`src/rtl/uart_regbank_pkg.sv`:
```
package uart_regbank_pkg;

  typedef enum logic [3:0] {
    SEL_NONE, SEL_DATA, SEL_RSR, SEL_FLAG, SEL_ILPR, SEL_IBRD, SEL_FBRD,
    SEL_LCR, SEL_CTRL, SEL_IFLS, SEL_MASK, SEL_RAW, SEL_MIS, SEL_ICLR,
    SEL_DMAC, SEL_ID
  } reg_sel_e;

  localparam int ILPR_W = 8;
  localparam int IBRD_W = 16;
  localparam int FBRD_W = 6;
  localparam int LCR_W  = 8;
  localparam int CTRL_W = 16;
  localparam int IFLS_W = 6;
  localparam int DMAC_W = 3;
  localparam int RSR_W  = 4;

  localparam logic [CTRL_W-1:0] CTRL_RST = 16'h0300;
  localparam logic [IFLS_W-1:0] IFLS_RST = 6'h12;
  localparam int FIFO_EN_BIT = 4;

endpackage

```
`src/rtl/uart_rb_decode.sv`:
```
module uart_rb_decode
  import uart_regbank_pkg::*;
#(
  parameter int IDX_W = 10
) (
  input  logic [IDX_W-1:0] idx,
  output reg_sel_e         sel
);

  always_comb begin
    sel = SEL_NONE;
    if (&idx[IDX_W-1:3]) begin
      sel = SEL_ID;
    end else begin
      case (idx)
        IDX_W'(0):  sel = SEL_DATA;
        IDX_W'(1):  sel = SEL_RSR;
        IDX_W'(6):  sel = SEL_FLAG;
        IDX_W'(8):  sel = SEL_ILPR;
        IDX_W'(9):  sel = SEL_IBRD;
        IDX_W'(10): sel = SEL_FBRD;
        IDX_W'(11): sel = SEL_LCR;
        IDX_W'(12): sel = SEL_CTRL;
        IDX_W'(13): sel = SEL_IFLS;
        IDX_W'(14): sel = SEL_MASK;
        IDX_W'(15): sel = SEL_RAW;
        IDX_W'(16): sel = SEL_MIS;
        IDX_W'(17): sel = SEL_ICLR;
        IDX_W'(18): sel = SEL_DMAC;
        default:    sel = SEL_NONE;
      endcase
    end
  end

endmodule

```
`src/rtl/uart_rb_idrom.sv`:
```
module uart_rb_idrom (
  input  logic [2:0] slot,
  output logic [7:0] byte_val
);

  always_comb begin
    case (slot)
      3'd0: byte_val = 8'h11;
      3'd1: byte_val = 8'h10;
      3'd2: byte_val = 8'h14;
      3'd3: byte_val = 8'h00;
      3'd4: byte_val = 8'h0D;
      3'd5: byte_val = 8'hF0;
      3'd6: byte_val = 8'h05;
      default: byte_val = 8'hB1;
    endcase
  end

endmodule

```
`src/rtl/uart_regbank.sv`:
```
module uart_regbank
  import uart_regbank_pkg::*;
#(
  parameter int ADDR_W = 12,
  parameter int DATA_W = 32,
  parameter int RXD_W  = 12,
  parameter int IRQ_W  = 11
) (
  input  logic              clk,
  input  logic              rst,
  input  logic              bus_valid,
  input  logic              bus_write,
  input  logic [ADDR_W-1:0] bus_addr,
  input  logic [DATA_W-1:0] bus_wdata,
  output logic [DATA_W-1:0] bus_rdata,
  input  logic [RXD_W-1:0]  rx_data_in,
  input  logic [RSR_W-1:0]  rx_status_in,
  input  logic              tx_empty_in,
  input  logic              rx_full_in,
  input  logic              tx_full_in,
  input  logic              rx_empty_in,
  input  logic [IRQ_W-1:0]  irq_raw_in,
  input  logic [IRQ_W-1:0]  irq_masked_in,
  output logic              data_rd_strobe,
  output logic              data_wr_strobe,
  output logic [7:0]        tx_data_out,
  output logic              tx_irq_set,
  output logic              err_clear,
  output logic              irq_clear_strobe,
  output logic [IRQ_W-1:0]  irq_clear_out,
  output logic [IRQ_W-1:0]  irq_mask_out,
  output logic [ILPR_W-1:0] ilpr_out,
  output logic [IBRD_W-1:0] ibrd_out,
  output logic [FBRD_W-1:0] fbrd_out,
  output logic [LCR_W-1:0]  lcr_out,
  output logic              fifo_enable,
  output logic [CTRL_W-1:0] ctrl_out,
  output logic [IFLS_W-1:0] ifls_out,
  output logic [DMAC_W-1:0] dmac_out
);

  localparam int IDX_W = ADDR_W - 2;

  logic [IDX_W-1:0]  word_idx;
  reg_sel_e          sel;
  logic [7:0]        id_byte;
  logic [DATA_W-1:0] rd_next;
  logic              rd_req;
  logic              wr_req;
  logic              unused_ok;

  assign word_idx  = bus_addr[ADDR_W-1:2];
  assign rd_req    = bus_valid && !bus_write;
  assign wr_req    = bus_valid && bus_write;
  assign unused_ok = ^{bus_addr[1:0], bus_wdata[DATA_W-1:CTRL_W]};

  uart_rb_decode #(.IDX_W(IDX_W)) u_decode (
    .idx (word_idx),
    .sel (sel)
  );

  uart_rb_idrom u_idrom (
    .slot     (word_idx[2:0]),
    .byte_val (id_byte)
  );

  always_comb begin
    rd_next = '0;
    case (sel)
      SEL_DATA: rd_next = DATA_W'(rx_data_in);
      SEL_RSR:  rd_next = DATA_W'(rx_status_in);
      SEL_FLAG: rd_next = DATA_W'({tx_empty_in, rx_full_in, tx_full_in, rx_empty_in, 4'b0000});
      SEL_ILPR: rd_next = DATA_W'(ilpr_out);
      SEL_IBRD: rd_next = DATA_W'(ibrd_out);
      SEL_FBRD: rd_next = DATA_W'(fbrd_out);
      SEL_LCR:  rd_next = DATA_W'(lcr_out);
      SEL_CTRL: rd_next = DATA_W'(ctrl_out);
      SEL_IFLS: rd_next = DATA_W'(ifls_out);
      SEL_MASK: rd_next = DATA_W'(irq_mask_out);
      SEL_RAW:  rd_next = DATA_W'(irq_raw_in);
      SEL_MIS:  rd_next = DATA_W'(irq_masked_in);
      SEL_DMAC: rd_next = DATA_W'(dmac_out);
      SEL_ID:   rd_next = DATA_W'(id_byte);
      default:  rd_next = '0;
    endcase
  end

  always_ff @(posedge clk) begin
    if (rst) begin
      bus_rdata        <= '0;
      data_rd_strobe   <= 1'b0;
      data_wr_strobe   <= 1'b0;
      tx_irq_set       <= 1'b0;
      err_clear        <= 1'b0;
      irq_clear_strobe <= 1'b0;
      tx_data_out      <= '0;
      irq_clear_out    <= '0;
      irq_mask_out     <= '0;
      ilpr_out         <= '0;
      ibrd_out         <= '0;
      fbrd_out         <= '0;
      lcr_out          <= '0;
      ctrl_out         <= CTRL_RST;
      ifls_out         <= IFLS_RST;
      dmac_out         <= '0;
    end else begin
      bus_rdata        <= rd_req ? rd_next : '0;
      data_rd_strobe   <= rd_req && (sel == SEL_DATA);
      data_wr_strobe   <= 1'b0;
      tx_irq_set       <= 1'b0;
      err_clear        <= 1'b0;
      irq_clear_strobe <= 1'b0;
      if (wr_req) begin
        case (sel)
          SEL_DATA: begin
            data_wr_strobe <= 1'b1;
            tx_irq_set     <= 1'b1;
            tx_data_out    <= bus_wdata[7:0];
          end
          SEL_RSR:  err_clear <= 1'b1;
          SEL_ILPR: ilpr_out  <= bus_wdata[ILPR_W-1:0];
          SEL_IBRD: ibrd_out  <= bus_wdata[IBRD_W-1:0];
          SEL_FBRD: fbrd_out  <= bus_wdata[FBRD_W-1:0];
          SEL_LCR:  lcr_out   <= bus_wdata[LCR_W-1:0];
          SEL_CTRL: ctrl_out  <= bus_wdata[CTRL_W-1:0];
          SEL_IFLS: ifls_out  <= bus_wdata[IFLS_W-1:0];
          SEL_MASK: irq_mask_out <= bus_wdata[IRQ_W-1:0];
          SEL_ICLR: begin
            irq_clear_strobe <= 1'b1;
            irq_clear_out    <= bus_wdata[IRQ_W-1:0];
          end
          SEL_DMAC: dmac_out  <= bus_wdata[DMAC_W-1:0];
          default: ;
        endcase
      end
    end
  end

  assign fifo_enable = lcr_out[FIFO_EN_BIT];

endmodule

```
`config.mk`:
```
export PLATFORM = sky130hd
export DESIGN_NAME = uart_regbank
export DESIGN_NICKNAME = d
export VERILOG_FILES = /design/src/rtl/uart_regbank_pkg.sv /design/src/rtl/uart_rb_decode.sv /design/src/rtl/uart_rb_idrom.sv /design/src/rtl/uart_regbank.sv
export SDC_FILE = /design/constraint.sdc
export NUM_CORES = 1
export LEC_CHECK = 0
export BUFFER_PORTS_ARGS = -buffer_cell sky130_fd_sc_hd__buf_4
export CAP_MARGIN = 20
export CELL_PAD_IN_SITES_DETAIL_PLACEMENT = 0
export CELL_PAD_IN_SITES_GLOBAL_PLACEMENT = 1
export CORE_MARGIN = 1
export CORE_UTILIZATION = 30
export CTS_CLUSTER_DIAMETER = 30
export DETAILED_ROUTE_END_ITERATION = 10
export HOLD_SLACK_MARGIN = 0.08
export PLACE_DENSITY_LB_ADDON = 0.1
export SLEW_MARGIN = 40
export SYNTH_ARGS = -nofsm -noshare
export SYNTH_HDL_FRONTEND = slang
export SYNTH_SLANG_ARGS = --single-unit
```
`constraint.sdc`:
```
create_clock -name clk -period 2.28 [get_ports clk]
set_clock_uncertainty 0.15 [all_clocks]
set_input_delay 0.114 -clock clk [delete_from_list [all_inputs] [get_ports clk]]
set_output_delay 0.114 -clock clk [all_outputs]
set_load 0.01 [all_outputs]
```
==> results.json <==
{
  "cts_tree": "yes",
  "holdWs_ns": 0.113,
  "initial_core_util": 0.311,
  "yosysWarnings": 0,
  "clock_latency_ns": 0.42,
  "die_h_um": 137,
  "slew_violations": 0,
  "startpoint_type": "input port",
  "drc": 0,
  "clock.fmax_mhz": 452,
  "cts_buffer_depth": 2,
  "synth_area_mm2": 0.00546,
  "yosys.area_share.simple": 0.232,
  "wl_per_cell_um": 19.6,
  "hold_viol": 0,
  "drtIter0Drc": 429,
  "cts.sinks": 113,
  "grt-ovfl-total": 0,
  "post_synth_inst_count": 628,
  "avgSynthCellArea_um2": 8.69,
  "synthFlopType": "dfxtp_1",
  "outcome": "complete, no violations",
  "grt_pass1_vias": 5678,
  "antenna_cells": 0,
  "powerDensity_mw_per_mm2": 611,
  "dieWidth_um": 137,
  "layout.nets": 1016,
  "instances_no_fill": 1164,
  "cp.arrival_ns": 2.36,
  "worstPathRequired_ns": 2.43,
  "fin_crit_sh": 0.970,
  "setup_viol": 0,
  "layout_common_cells": "buf_4, dfxtp_1, nand2_1",
  "first_pass_iters": 5,
  "area_delta_synth_final_pct": 60.8,
  "total_power_mw": 5.36,
  "synthAdderAreaFrac": 0,
  "fin_util": 0.501,
  "grt_max_degree": 97,
  "grt_usage": 0.246,
  "synth-edff-count": 0,
  "ant_nets": 0,
  "root_buffer": "clkbuf_16",
  "vias": 5886,
  "die_area_mm2": 0.0187,
  "worst_slew_pin_slew_ns": 0.528,
  "antenna_found_initial": 0,
  "path_class": "in2reg",
  "cp_max_fo": 12,
  "yosys.cell_types.count": 75,
  "fillers": 1743,
  "cellLeakagePower_nw": 3.62,
  "synth_top_family_by_area": "simple AND/OR/NAND/NOR gates",
  "rsz0062_at_grt": "false",
  "ir_worst_vdd_mv": 0.584,
  "portBuffers": 186,
  "place_inst": 1081,
  "cts_made_buffers": 17,
  "synth_xor_area_frac": 0.00321,
  "clk_pin_slew_ns": 0.06,
  "fin_tns_setup_ns": 0,
  "ios": 221,
  "core_area_mm2": 0.0175,
  "timing.slew.headroom": 0.648,
  "drive_above_1_share": 0.364,
  "seq_area_mm2": 0.00226,
  "synth.mux.area_fraction": 0.121,
  "synth_compound_area_frac": 0.160,
  "endpoint_kind": "flip-flop",
  "maxCapViolations": 0,
  "row_count": 48,
  "final_common_cell": "buf_4",
  "via_per_inst": 5.06,
  "synthArstFlopShare": 0,
  "grt_pass1_wl_um": 33500,
  "multiInputGateArea_mm2": 0.00289,
  "finalCriticalPeriod_ns": 2.21,
  "wl_um": 22800,
  "ys_seq_area_frac": 0.414,
  "htreeDepth": 4,
  "gp_congestion": 0.934,
  "ys_ff_latch": 113,
  "dp_hpwl_um": 17000,
  "hp-class": "in2reg"
}
layer usage:
layer  share of wire  GRT usage
met5               0          0
met3           0.081     0.0611
met1            0.45      0.336
met4           0.017     0.0702
met2            0.45      0.382
timing repair:
| item | CTS | global route |
|---|---|---|
| endpoints found under the hold margin | 107 | 0 |
| gates resized for setup | 0 | 4 |
| setup endpoints to repair | 0 | 3 |
| hold buffers | 51 | 0 |
| buffers inserted | 0 | 0 |
layout make-up:
class / count / area share
inverter: 4 / 0.00171
tap: 225 / 0.0321
clock buffer: 21 / 0.0536
timing repair buffer: 325 / 0.305
clock inverter: 11 / 0.0200
multi-input combinational: 465 / 0.330
sequential: 113 / 0.258
sequential cells by signal, summed over array words and instances (netlist names), 3 cells and up:
register and flops:
ibrd_out 16, ctrl_out 16, fbrd_out 6, ifls_out 6, lcr_out 8, irq_clear_out 11, dmac_out 3, ilpr_out 8
irq_mask_out 11, tx_data_out 8, bus_rdata 16
worst max-delay path: stages:
cell and delay [ns]:
buf_4 0.16, nor2b_1 0.16, or4_4 0.49, a21bo_2 0.28, a21oi_1 0.15, buf_4 0.18, a22oi_1 0.15, dlygate4sd3_1 0.58
a31oi_1 0.08
power by group:
part           switching, mW  total, mW  internal, mW
registers           0.000293       1.98          1.98
clock network           1.00       2.93          1.93
logic                  0.229      0.456         0.227
path summary, 6_finish.rpt:
check | endpoint | slack (ns) | start | cells past startpoint
hold / removal | bus_rdata[6]$_SDFF_PP0_ | 0.11 | irq_raw_in[6] | 5
setup / recovery | bus_rdata[4]$_SDFF_PP0_ | 0.07 | bus_addr[2] | 9
hold reg to reg | ibrd_out[11]$_SDFFE_PP0P_ | 0.32 | ibrd_out[11]$_SDFFE_PP0P_ | 2
setup reg to reg | bus_rdata[6]$_SDFF_PP0_ | 0.48 | ctrl_out[6]$_SDFFE_PP0P_ | 6
synthesized netlist by cell type, drive strengths merged (3+ instances only):
master	instances	area, um2
nor3	11	77.6
a211oi	3	35.0
nand2	108	408
a32oi	3	26.3
a31oi	8	50.1
nor3b	3	32.5
or3	3	23.8
nor2b	8	50.1
nor2	75	292
and3	3	18.8
nand2b	4	25.0
a41oi	3	26.3
or2	4	25.0
and2	5	31.3
clkbuf	26	98.8
dfxtp	113	2260
o21ai	5	28.8
a222oi	6	60.1
a21oi	53	269
buf	35	261
nand3b	6	45.0
mux2	6	67.6
a22o	13	114
nor4	5	43.8
nand3	9	50.1
nor4b	3	32.5
nand4	3	18.8
or4	3	26.3
mux2i	57	571
inv	4	15.0
a22oi	8	60.1
through the flow:
stage                     setup slack [ns]  area, um2
after floorplan                      0.207       5520
after global placement              -0.109       7610
after detailed placement           -0.0870       7610
after CTS                           0.0473       8760
after global routing                0.0256       8780
final                               0.0692       8780
kinds of logic (layout without fill, tap and decap cells):
family / Yosys count / after routing
buffers and inverters: 65 / 361
other: 1 / 16
xor gates and xnor gates: 2 / 2
AOI/OAI and AO/OA: 123 / 123
DFF: 113 / 113
muxes: 64 / 64
and+or+nand+nor: 260 / 260
(Power assumes the default switching activity.)
